`src/rtl/scl_div_pkg.sv`:
```
// Package: shared phase encoding for the SCL divider.
// Assumes: nothing beyond the phase set below.
package scl_div_pkg;
    typedef enum logic [1:0] {
        PH_IDLE = 2'd0,
        PH_LOW  = 2'd1,
        PH_HIGH = 2'd2
    } scl_phase_e;
endpackage

```
`src/rtl/scl_div_cfg.sv`:
```
// Module: holds the timing word fields and derives the phase lengths.
// Assumes: load pulses only at the edge that starts a low phase, so the
// lengths stay constant for a whole period.
module scl_div_cfg #(
    parameter int DIV_W         = 8,
    parameter int OFFSET        = 3,
    parameter bit HIGH_FIELD_EN = 1'b1,
    parameter int LEN_W         = 9
) (
    input  logic               clk,
    input  logic               rst_n,
    input  logic               load,
    input  logic [3*DIV_W-1:0] word_i,
    output logic [LEN_W-1:0]   low_len_o,
    output logic [LEN_W-1:0]   high_len_o,
    output logic [DIV_W-1:0]   hs_div_o
);
    localparam logic [LEN_W-1:0] OFS = LEN_W'(OFFSET);

    logic [DIV_W-1:0] low_q;
    logic [DIV_W-1:0] hs_q;

    // Capture the main and high-speed divisors at each period start.
    always_ff @(posedge clk) begin
        if (!rst_n) begin
            low_q <= '0;
            hs_q  <= '0;
        end else if (load) begin
            low_q <= word_i[DIV_W-1:0];
            hs_q  <= word_i[2*DIV_W-1:DIV_W];
        end
    end

    // Low phase length: main divisor plus the fixed offset.
    always_comb begin
        low_len_o = LEN_W'(low_q) + OFS;
    end

    assign hs_div_o = hs_q;

    generate
        if (HIGH_FIELD_EN) begin : g_asym
            logic [DIV_W-1:0] hi_q;

            // Capture the high-time divisor together with the others.
            always_ff @(posedge clk) begin
                if (!rst_n) begin
                    hi_q <= '0;
                end else if (load) begin
                    hi_q <= word_i[3*DIV_W-1:2*DIV_W];
                end
            end

            // High phase length: a zero field selects symmetric timing.
            always_comb begin
                if (hi_q == '0) begin
                    high_len_o = LEN_W'(low_q) + OFS;
                end else begin
                    high_len_o = LEN_W'(hi_q) + OFS;
                end
            end
        end else begin : g_sym
            // High phase length equals low phase length in symmetric builds.
            always_comb begin
                high_len_o = LEN_W'(low_q) + OFS;
            end
        end
    endgenerate
endmodule

```
`src/rtl/scl_div_seq.sv`:
```
// Module: phase sequencer and cycle counter for the SCL divider.
// Assumes: lengths are at least 1 and stay stable while a phase runs.
module scl_div_seq
    import scl_div_pkg::*;
#(
    parameter int LEN_W = 9
) (
    input  logic             clk,
    input  logic             rst_n,
    input  logic             enable,
    input  logic [LEN_W-1:0] low_len_i,
    input  logic [LEN_W-1:0] high_len_i,
    output scl_phase_e       phase_o,
    output scl_phase_e       phase_nxt_o,
    output logic             load_o
);
    scl_phase_e       phase_q;
    scl_phase_e       phase_d;
    logic [LEN_W-1:0] cnt_q;
    logic [LEN_W-1:0] cur_len;
    logic             last;

    // Select the length of the running phase and flag its final cycle.
    always_comb begin
        cur_len = (phase_q == PH_HIGH) ? high_len_i : low_len_i;
        last    = (cnt_q == cur_len - LEN_W'(1));
    end

    // Next-phase decision.
    always_comb begin
        phase_d = phase_q;
        case (phase_q)
            PH_IDLE: if (enable) phase_d = PH_LOW;
            PH_LOW: begin
                if (!enable)   phase_d = PH_IDLE;
                else if (last) phase_d = PH_HIGH;
            end
            PH_HIGH: begin
                if (!enable)   phase_d = PH_IDLE;
                else if (last) phase_d = PH_LOW;
            end
            default: phase_d = PH_IDLE;
        endcase
    end

    // A new period begins whenever a low phase is entered.
    assign load_o      = (phase_d == PH_LOW) && (phase_q != PH_LOW);
    assign phase_o     = phase_q;
    assign phase_nxt_o = phase_d;

    // Phase register and in-phase cycle counter.
    always_ff @(posedge clk) begin
        if (!rst_n) begin
            phase_q <= PH_IDLE;
            cnt_q   <= '0;
        end else begin
            phase_q <= phase_d;
            if (phase_d != phase_q || phase_d == PH_IDLE) begin
                cnt_q <= '0;
            end else begin
                cnt_q <= cnt_q + LEN_W'(1);
            end
        end
    end
endmodule

```
`src/rtl/scl_div_out.sv`:
```
// Module: registers the SCL level and the phase-boundary strobes.
// Assumes: phase_i/phase_nxt_i come from the same sequencer, so the outputs
// line up with its phase register.
module scl_div_out
    import scl_div_pkg::*;
(
    input  logic       clk,
    input  logic       rst_n,
    input  scl_phase_e phase_i,
    input  scl_phase_e phase_nxt_i,
    output logic       scl_o,
    output logic       rise_o,
    output logic       fall_o
);
    // Drive SCL low only in the low phase; pulse strobes on phase entry.
    always_ff @(posedge clk) begin
        if (!rst_n) begin
            scl_o  <= 1'b1;
            rise_o <= 1'b0;
            fall_o <= 1'b0;
        end else begin
            scl_o  <= (phase_nxt_i != PH_LOW);
            rise_o <= (phase_nxt_i == PH_HIGH) && (phase_i == PH_LOW);
            fall_o <= (phase_nxt_i == PH_LOW) && (phase_i != PH_LOW);
        end
    end
endmodule

```
`src/rtl/scl_timebase.sv`:
```
// Module: top of the I2C SCL divider with symmetric or fast-mode duty.
// Assumes: clk is the source clock; the control word may change at any time
// and is taken only at period starts.
module scl_timebase
    import scl_div_pkg::*;
#(
    parameter int DIV_W         = 8,
    parameter int OFFSET        = 3,
    parameter bit HIGH_FIELD_EN = 1'b1
) (
    input  logic               clk,
    input  logic               rst_n,
    input  logic               enable,
    input  logic [3*DIV_W-1:0] ctl_word,
    output logic               scl_o,
    output logic               scl_rise,
    output logic               scl_fall,
    output logic [DIV_W-1:0]   hs_div
);
    localparam int LEN_W = $clog2((1 << DIV_W) + OFFSET);

    logic [LEN_W-1:0] low_len;
    logic [LEN_W-1:0] high_len;
    logic             load;
    scl_phase_e       phase;
    scl_phase_e       phase_nxt;

    scl_div_cfg #(
        .DIV_W(DIV_W), .OFFSET(OFFSET),
        .HIGH_FIELD_EN(HIGH_FIELD_EN), .LEN_W(LEN_W)
    ) u_cfg (
        .clk(clk), .rst_n(rst_n), .load(load), .word_i(ctl_word),
        .low_len_o(low_len), .high_len_o(high_len), .hs_div_o(hs_div)
    );

    scl_div_seq #(.LEN_W(LEN_W)) u_seq (
        .clk(clk), .rst_n(rst_n), .enable(enable),
        .low_len_i(low_len), .high_len_i(high_len),
        .phase_o(phase), .phase_nxt_o(phase_nxt), .load_o(load)
    );

    scl_div_out u_out (
        .clk(clk), .rst_n(rst_n), .phase_i(phase), .phase_nxt_i(phase_nxt),
        .scl_o(scl_o), .rise_o(scl_rise), .fall_o(scl_fall)
    );
endmodule

```
`config.mk`:
```
export PLATFORM = sky130hd
export DESIGN_NAME = scl_timebase
export DESIGN_NICKNAME = d
export VERILOG_FILES = /design/src/rtl/scl_div_pkg.sv /design/src/rtl/scl_div_cfg.sv /design/src/rtl/scl_div_seq.sv /design/src/rtl/scl_div_out.sv /design/src/rtl/scl_timebase.sv
export SDC_FILE = /design/constraint.sdc
export NUM_CORES = 1
export LEC_CHECK = 0
export ABC_CLOCK_PERIOD_IN_PS = 4100
export BUFFER_PORTS_ARGS = -buffer_cell sky130_fd_sc_hd__buf_2
export CORE_ASPECT_RATIO = 0.6
export CORE_UTILIZATION = 34
export DETAILED_ROUTE_END_ITERATION = 7
export PLACE_DENSITY = 0.6
export SETUP_SLACK_MARGIN = 0.15
export SYNTH_ARGS = -nofsm -noshare
export SYNTH_HDL_FRONTEND = slang
export SYNTH_SLANG_ARGS = --single-unit
```
`constraint.sdc`:
```
create_clock -name clk -period 4.1 [get_ports clk]
set_input_delay 0.205 -clock clk [delete_from_list [all_inputs] [get_ports clk]]
set_output_delay 0.205 -clock clk [all_outputs]
set_load 0.05 [all_outputs]
```
==> results of run 1 <==
[per-stage QoR]
stage	std cells	worst slack (ps)	power, mW	cell area (um2)
2_1_floorplan	265	788	0.545	2280
3_3_place_gp	373	398	0.577	2490
3_5_place_dp	373	254	0.578	2490
4_1_cts	380	152	0.827	2570
5_1_grt	383	147	0.867	2600
6_report	383	459	0.823	2600
[sequential cells by signal, summed over array words and instances, names as in the netlist]
signal / flops
u_out.fall_o: 1
u_cfg.g_asym.hi_q: 8
u_out.scl_o: 1
u_seq.phase_o: 2
u_cfg.hs_div_o: 8
u_seq.cnt_q: 9
u_cfg.low_q: 8
u_out.rise_o: 1
[cell usage in the layout, fill, tap and decap left out, types with 2 or more instances in the layout]
cell | Yosys | routed
and3_1 | 3 | 3
inv_1 | 9 | 9
o21ai_0 | 4 | 4
nor3b_1 | 3 | 2
or4_1 | 2 | 2
nand4_1 | 6 | 6
buf_4 | 2 | 5
mux2i_1 | 31 | 31
xor2_1 | 17 | 17
o2111ai_1 | 2 | 2
nand3b_1 | 2 | 2
and2_1 | 2 | 2
o21a_1 | 4 | 4
ha_1 | 4 | 4
a21oi_1 | 3 | 3
nand3_1 | 7 | 7
clkbuf_8 | 0 | 5
buf_2 | 4 | 37
nor3_1 | 5 | 5
nor2_1 | 16 | 16
o211ai_1 | 5 | 5
nand2_1 | 56 | 56
xnor2_1 | 12 | 12
dfxtp_1 | 38 | 37
[power by group through the flow]
stage	registers [mW]	clock network [mW]	logic [mW]
after floorplan	0.432	0	0.114
after global placement	0.417	0	0.160
after detailed placement	0.417	0	0.161
after CTS	0.408	0.256	0.162
after global routing	0.413	0.272	0.182
final	0.410	0.248	0.165
[repair_timing]
item | CTS | global route
setup endpoints to repair | 0 | 37
resized for setup | 0 | 4
buffers inserted | 0 | 3
[logic make-up after synthesis]
group,count (synthesis)
AO/OA/AOI/OAI,27
XOR/XNOR,29
adder cells (fa/ha/maj),4
buffers and inverters,25
flip-flops,38
multiplexers,33
AND/OR/NAND/NOR,109
[layer usage]
layer  part of all wire  track usage  vias up
met3              0.073       0.0526        8
met2               0.38        0.200       50
met1               0.53        0.224      863
li1                   -            -      974
met4              0.016       0.0668        0
met5                  0            0        -
[worst max-delay path by stage]
| stage | to | depth (start not counted) |
|---|---|---|
| after floorplan | u_cfg.g_asym.hi_q[0] | 18 |
| after global placement | u_cfg.g_asym.hi_q[2] | 15 |
| after detailed placement | u_cfg.hs_div_o[3] | 15 |
| after CTS | u_cfg.g_asym.hi_q[3] | 15 |
| after global routing | u_cfg.g_asym.hi_q[0] | 16 |
| final | u_cfg.low_q[7] | 16 |
[critical path: stages, from the launching register on]
cell and delay (ps):
dfxtp_2 360, inv_1 70, ha_1 250, nor3b_2 330
a21boi_2 150, nor2_1 120, a21oi_1 90, inv_1 80
ha_1 210, o211ai_1 140, a211oi_2 360, o211ai_1 190
xnor2_1 240, and4_2 340, o211a_1 200, buf_12 210
mux2i_1 220
[cell type report]
| type | count | area [um2] |
|---|---|---|
| Clock buffer | 6 | 72.6 |
| Clock inverter | 1 | 7.51 |
| Fill cell | 629 | 3700 |
| Inverter | 9 | 33.8 |
| Multi-Input combinational cell | 202 | 1380 |
| Sequential cell | 38 | 762 |
| Tap cell | 84 | 105 |
| Timing Repair Buffer | 43 | 243 |
==> out/qor.yml, run 1 <==
run_status:
  outcome: "finished, final reports clean"
clocking:
  clock_sinks: 38
  htreeDepth: 2
  clk_pin_slew_worst_paths_ps: 70
  clkLatencyLatePin_ps: 300
  root_buffer: "clkbuf_8"
  cts_tree: "done"
  hold_buffers: 0
  cts.path.max_buffers: 2
  cts-buffers-inserted: 5
placement:
  dp_hpwl_um: 3670
  port_buffers: 37
  gp_congestion: 0.901
cells_and_area:
  fin_nets: 330
  diodes: 0
  drive_above_1_share: 0.194
  syn_to_final_growth_pct: 14.0
  post-route-util: 0.413
pwr:
  p_int_mw: 0.574
  combinationalPowerShare: 0.201
  vdd_drop_max_mv: 0.140
  switchingPower_mw: 0.250
  clkPwrFrac: 0.301
  swShare: 0.303
  power_frac_seq: 0.498
  leakage_nw: 1.09
  power.density_mw_per_mm2: 316
sta:
  timing.fmax_ghz: 0.275
  hold_ws_ps: 109
  setup_viol: 0
  hold_viol: 0
  fin_crit_ps: 3640
  rsz0062_at_grt: "no"
  slew_headroom: 0.461
  slew_violations: 0
  period_share: 0.888
  tightest_slew_ps: 809
  skew_ps: 3.59
  tns_ps: 0
synth:
  synthCells: 265
  synthMuxAreaShare: 0.146
  ys_top_cells_by_area: "dfxtp_1 (33%), mux2i_1 (14%), nand2_1 (9.2%), xor2_1 (6.5%), xnor2_1 (4.6%)"
  synth_most_common_cell: "nand2_1"
  synth_compound_area_frac: 0.0932
  yosysWarnings: 0
  synthSimpleGateAreaFrac: 0.227
  ys_async_sr_fraction: 0
  synth_xor_area_frac: 0.111
  synth_top_area_cell: "dfxtp_1"
  syn_nets: 296
  synth_top_area_frac: 0.333
  synth_edf_count: 0
  yosysSeqAreaShare: 0.333
  synth_top_family_by_area: "simple AND/OR/NAND/NOR gates"
  synthFlopType: "dfxtp_1"
  synth_cell_types: 43
  avgSynthCellArea_um2: 8.61
  postSynthRegisterBits: 38
  synthAdderAreaFrac: 0.0219
  synth_area_mm2: 0.00228
  synth_common_cells: "nand2_1 (56), dfxtp_1 (38), mux2i_1 (31), xor2_1 (17), nor2_1 (16)"
floorplan:
  io_pins: 38
  initial_core_util: 0.362
  die_y_um: 65.5
  die_area_mm2: 0.00705
  core_area_mm2: 0.00630
  die_w_um: 108
  rows: 22
setup_path:
  reg2reg_depth: 16
  critPathKind: "reg -> reg"
  crit_fanout: 25
  worst_setup_path_end_kind: "register"
  crit_start: "u_cfg.g_asym.hi_q[0]"
  cp.arrival_ps: 3860
  cp-start-kind: "register"
  required_ps: 4320
  regToRegStartpoint: "u_cfg.g_asym.hi_q[0]"
  rrSetupSlack_ps: 460
  reg2reg_to: "u_cfg.low_q[7]"
drt:
  num_vias: 1895
  drtPass1Iterations: 4
  drt-initial-drc-count: 99
  antenna_left: 0
  post_drt_wl_per_cell_um: 13.1
  vias_per_cell: 4.95
  drt_wl_total_um: 5020
  drc: 0
min_path:
  holdCritStartpoint: "enable"
  holdPathStages: 2
  min_path_type: "in -> reg"
  hold_end: "u_out.scl_o"
job:
  drv_cap: 0
grt:
  grt_pass1_wl_um: 8250
  gr-total-overflow: 0
  antenna_found_initial: 0
  grt_max_degree: 52
  grt_use_total: 0.154
  grt_pass1_vias: 1735
No activity file was read; power rests on OpenSTA's default activity.
==> run 2, diff against run 1 <==
==> constraint.sdc (replaced) <==
create_clock -name clk -period 4.1 [get_ports clk]
set_input_delay 0.82 -clock clk [delete_from_list [all_inputs] [get_ports clk]]
set_output_delay 0.82 -clock clk [all_outputs]
set_load 0.05 [all_outputs]
==> run 2 against run 1 <==
Non-clock buffer count decreased by 1. Setup slack improved by 26 ps. Clock skew increased by 4.2 ps. Critical path depth decreased by 1. First-iteration DRC count increased by 66%. Fmax increased by 0.71%. Global-route usage decreased by 0.23 points. Count of clock-buffer cells in the layout unchanged. Via count decreased by 0.42%. Highest routed layer unchanged.
==> out/qor.yml, run 2 (same netlist as run 1, synthesis figures left out) <==
cells_and_area:
  drive_above_1_share: 0.194  # unchanged
  syn_to_final_growth_pct: 14.3  # was 14.0%
  post-route-util: 0.414  # was 0.413
  design_area_mm2: 0.00261  # was 0.00260 mm2
  fin_nets: 329  # was 330
  diodes: 0  # unchanged
  largest_reg_flops: 9  # unchanged
  final_common_cell: "nand2_1"  # unchanged
  largest_register: "u_seq.cnt_q"  # unchanged
  layout.cells.non_filler: 383  # unchanged
  final_cell_mix: "nand2_1 (56), dfxtp_1 (38), buf_2 (37), mux2i_1 (31), xor2_1 (17)"  # was nand2_1 (56), buf_2 (37), dfxtp_1 (37), mux2i_1 (31), xor2_1 (17)
sta:
  fin_crit_ps: 3620  # was 3640 ps
  period_share: 0.882  # was 0.888
  hold_ws_ps: 455  # was 109 ps
  timing.fmax_ghz: 0.277  # was 0.275 GHz
  tightest_slew_ps: 451  # was 809 ps
  slew_violations: 0  # unchanged
  tns_ps: 0  # unchanged
  fin_ws_ps: 484  # was 459 ps
  setup_viol: 0  # unchanged
  slew_headroom: 0.699  # was 0.461
  rsz0062_at_grt: "no"  # unchanged
  hold_viol: 0  # unchanged
  skew_ps: 7.77  # was 3.59 ps
setup_path:
  critPathKind: "reg -> reg"  # unchanged
  required_ps: 4320  # about the same
  crit_start: "u_cfg.g_asym.hi_q[0]"  # unchanged
  reg2reg_depth: 15  # was 16
  worst_setup_path_end_kind: "register"  # unchanged
  rrSetupSlack_ps: 480  # was 460 ps
  regToRegStartpoint: "u_cfg.g_asym.hi_q[0]"  # unchanged
  cp-start-kind: "register"  # unchanged
  crit_end: "u_cfg.g_asym.hi_q[7]"  # was u_cfg.low_q[7]
  crit_fanout: 25  # unchanged
  cp.arrival_ps: 3830  # was 3860 ps
  reg2reg_to: "u_cfg.g_asym.hi_q[7]"  # was u_cfg.low_q[7]
min_path:
  holdPathStages: 2  # unchanged
  min_path_type: "reg -> reg"  # was in -> reg
clocking:
  clk_pin_slew_worst_paths_ps: 80  # was 70 ps
  cts_tree: "done"  # unchanged
  cts.path.max_buffers: 2  # unchanged
  htreeDepth: 2  # unchanged
  clock_sinks: 38  # unchanged
  clkLatencyLatePin_ps: 300  # about the same
  root_buffer: "clkbuf_8"  # unchanged
  cts-buffers-inserted: 5  # unchanged
  hold_buffers: 0  # unchanged
grt:
  gr-total-overflow: 0  # unchanged
  grt_use_total: 0.152  # was 0.154
  grt_pass1_vias: 1761  # was 1735
  grt_pass1_wl_um: 8310  # was 8250 um
  grt_max_degree: 52  # unchanged
  antenna_found_initial: 0  # unchanged
placement:
  gp_congestion: 0.898  # was 0.901
  placed_area_mm2: 0.00249  # about the same
  dp_slack_ps: 276  # was 254 ps
  dp_hpwl_um: 3640  # was 3670 um
  dp_cells: 374  # was 373
  port_buffers: 37  # unchanged
drt:
  antenna_left: 0  # unchanged
  drc: 0  # unchanged
  post_drt_wl_per_cell_um: 12.6  # was 13.1 um
  vias_per_cell: 4.93  # was 4.95
  drt_wl_total_um: 4820  # was 5020 um
  drt-initial-drc-count: 164  # was 99
  drtPass1Iterations: 4  # unchanged
  num_vias: 1887  # was 1895
pwr:
  leakage_nw: 1.09  # about the same
  power_frac_seq: 0.480  # was 0.498
  vdd_drop_max_mv: 0.146  # was 0.140 mV
  p_int_mw: 0.592  # was 0.574 mW
  clkPwrFrac: 0.325  # was 0.301
  power.density_mw_per_mm2: 327  # was 316 mW/mm2
  combinationalPowerShare: 0.194  # was 0.201
  power_mw: 0.852  # was 0.823 mW
  switchingPower_mw: 0.260  # was 0.250 mW
  swShare: 0.305  # was 0.303
floorplan:
  core_area_mm2: 0.00630  # unchanged
  die_w_um: 108  # unchanged
  rows: 22  # unchanged
  die_area_mm2: 0.00705  # unchanged
  initial_core_util: 0.362  # unchanged
  die_y_um: 65.5  # unchanged
  io_pins: 38  # unchanged
job:
  drv_cap: 0  # unchanged
run_status:
  outcome: "finished, final reports clean"  # unchanged
## run 2: cell type report
cell class	count	area [um2]
flip-flops and latches	38	761
well taps	84	105
multi-input cells	202	1380
inverters	9	33.8
clock inverters	2	12.5
clock buffers	6	82.6
fillers	646	3700
repair buffers	42	235
## run 2: power by group through the flow
stage	Sequential (mW)	Clock, mW	Combinational [mW]
floorplan	0.432	0	0.114
global placement	0.417	0	0.161
detailed placement	0.417	0	0.163
CTS	0.409	0.286	0.164
global route	0.413	0.306	0.181
finish	0.409	0.277	0.166
## run 2: repair_timing
action | CTS | global route
setup buffers | 0 | 1
gates resized for setup | 0 | 3
setup endpoints to repair | 0 | 36
## run 2: layer usage
layer / global-route usage / routed length [um] / vias to the layer above
met5: 0 / 0 / -
met4: 0.0462 / 48 / 0
li1: - / - / 976
met2: 0.200 / 1820 / 45
met3: 0.0486 / 375 / 5
met1: 0.228 / 2580 / 861
## run 2: how the worst min path moves through the flow
stage	start	endpoint	slack, ps
finish	u_cfg.hs_div_o[2]	u_cfg.hs_div_o[2]	450
global route	u_cfg.hs_div_o[6]	u_cfg.hs_div_o[6]	490
CTS	u_cfg.hs_div_o[2]	u_cfg.hs_div_o[2]	460
detailed placement	u_cfg.hs_div_o[2]	u_cfg.hs_div_o[2]	450
global placement	u_cfg.hs_div_o[3]	u_cfg.hs_div_o[3]	440
floorplan	u_seq.phase_o[0]	u_out.rise_o	450
## run 2: critical path: stages, from the launching register on
cell,delay (ps)
dfxtp_1,450
inv_1,80
ha_1,270
nor3b_2,210
a21boi_2,200
nor2_1,60
a21oi_1,230
inv_1,80
ha_1,240
o21a_1,200
mux2_1,290
o31ai_1,240
and4_2,350
o211a_1,200
buf_12,210
mux2i_1,230
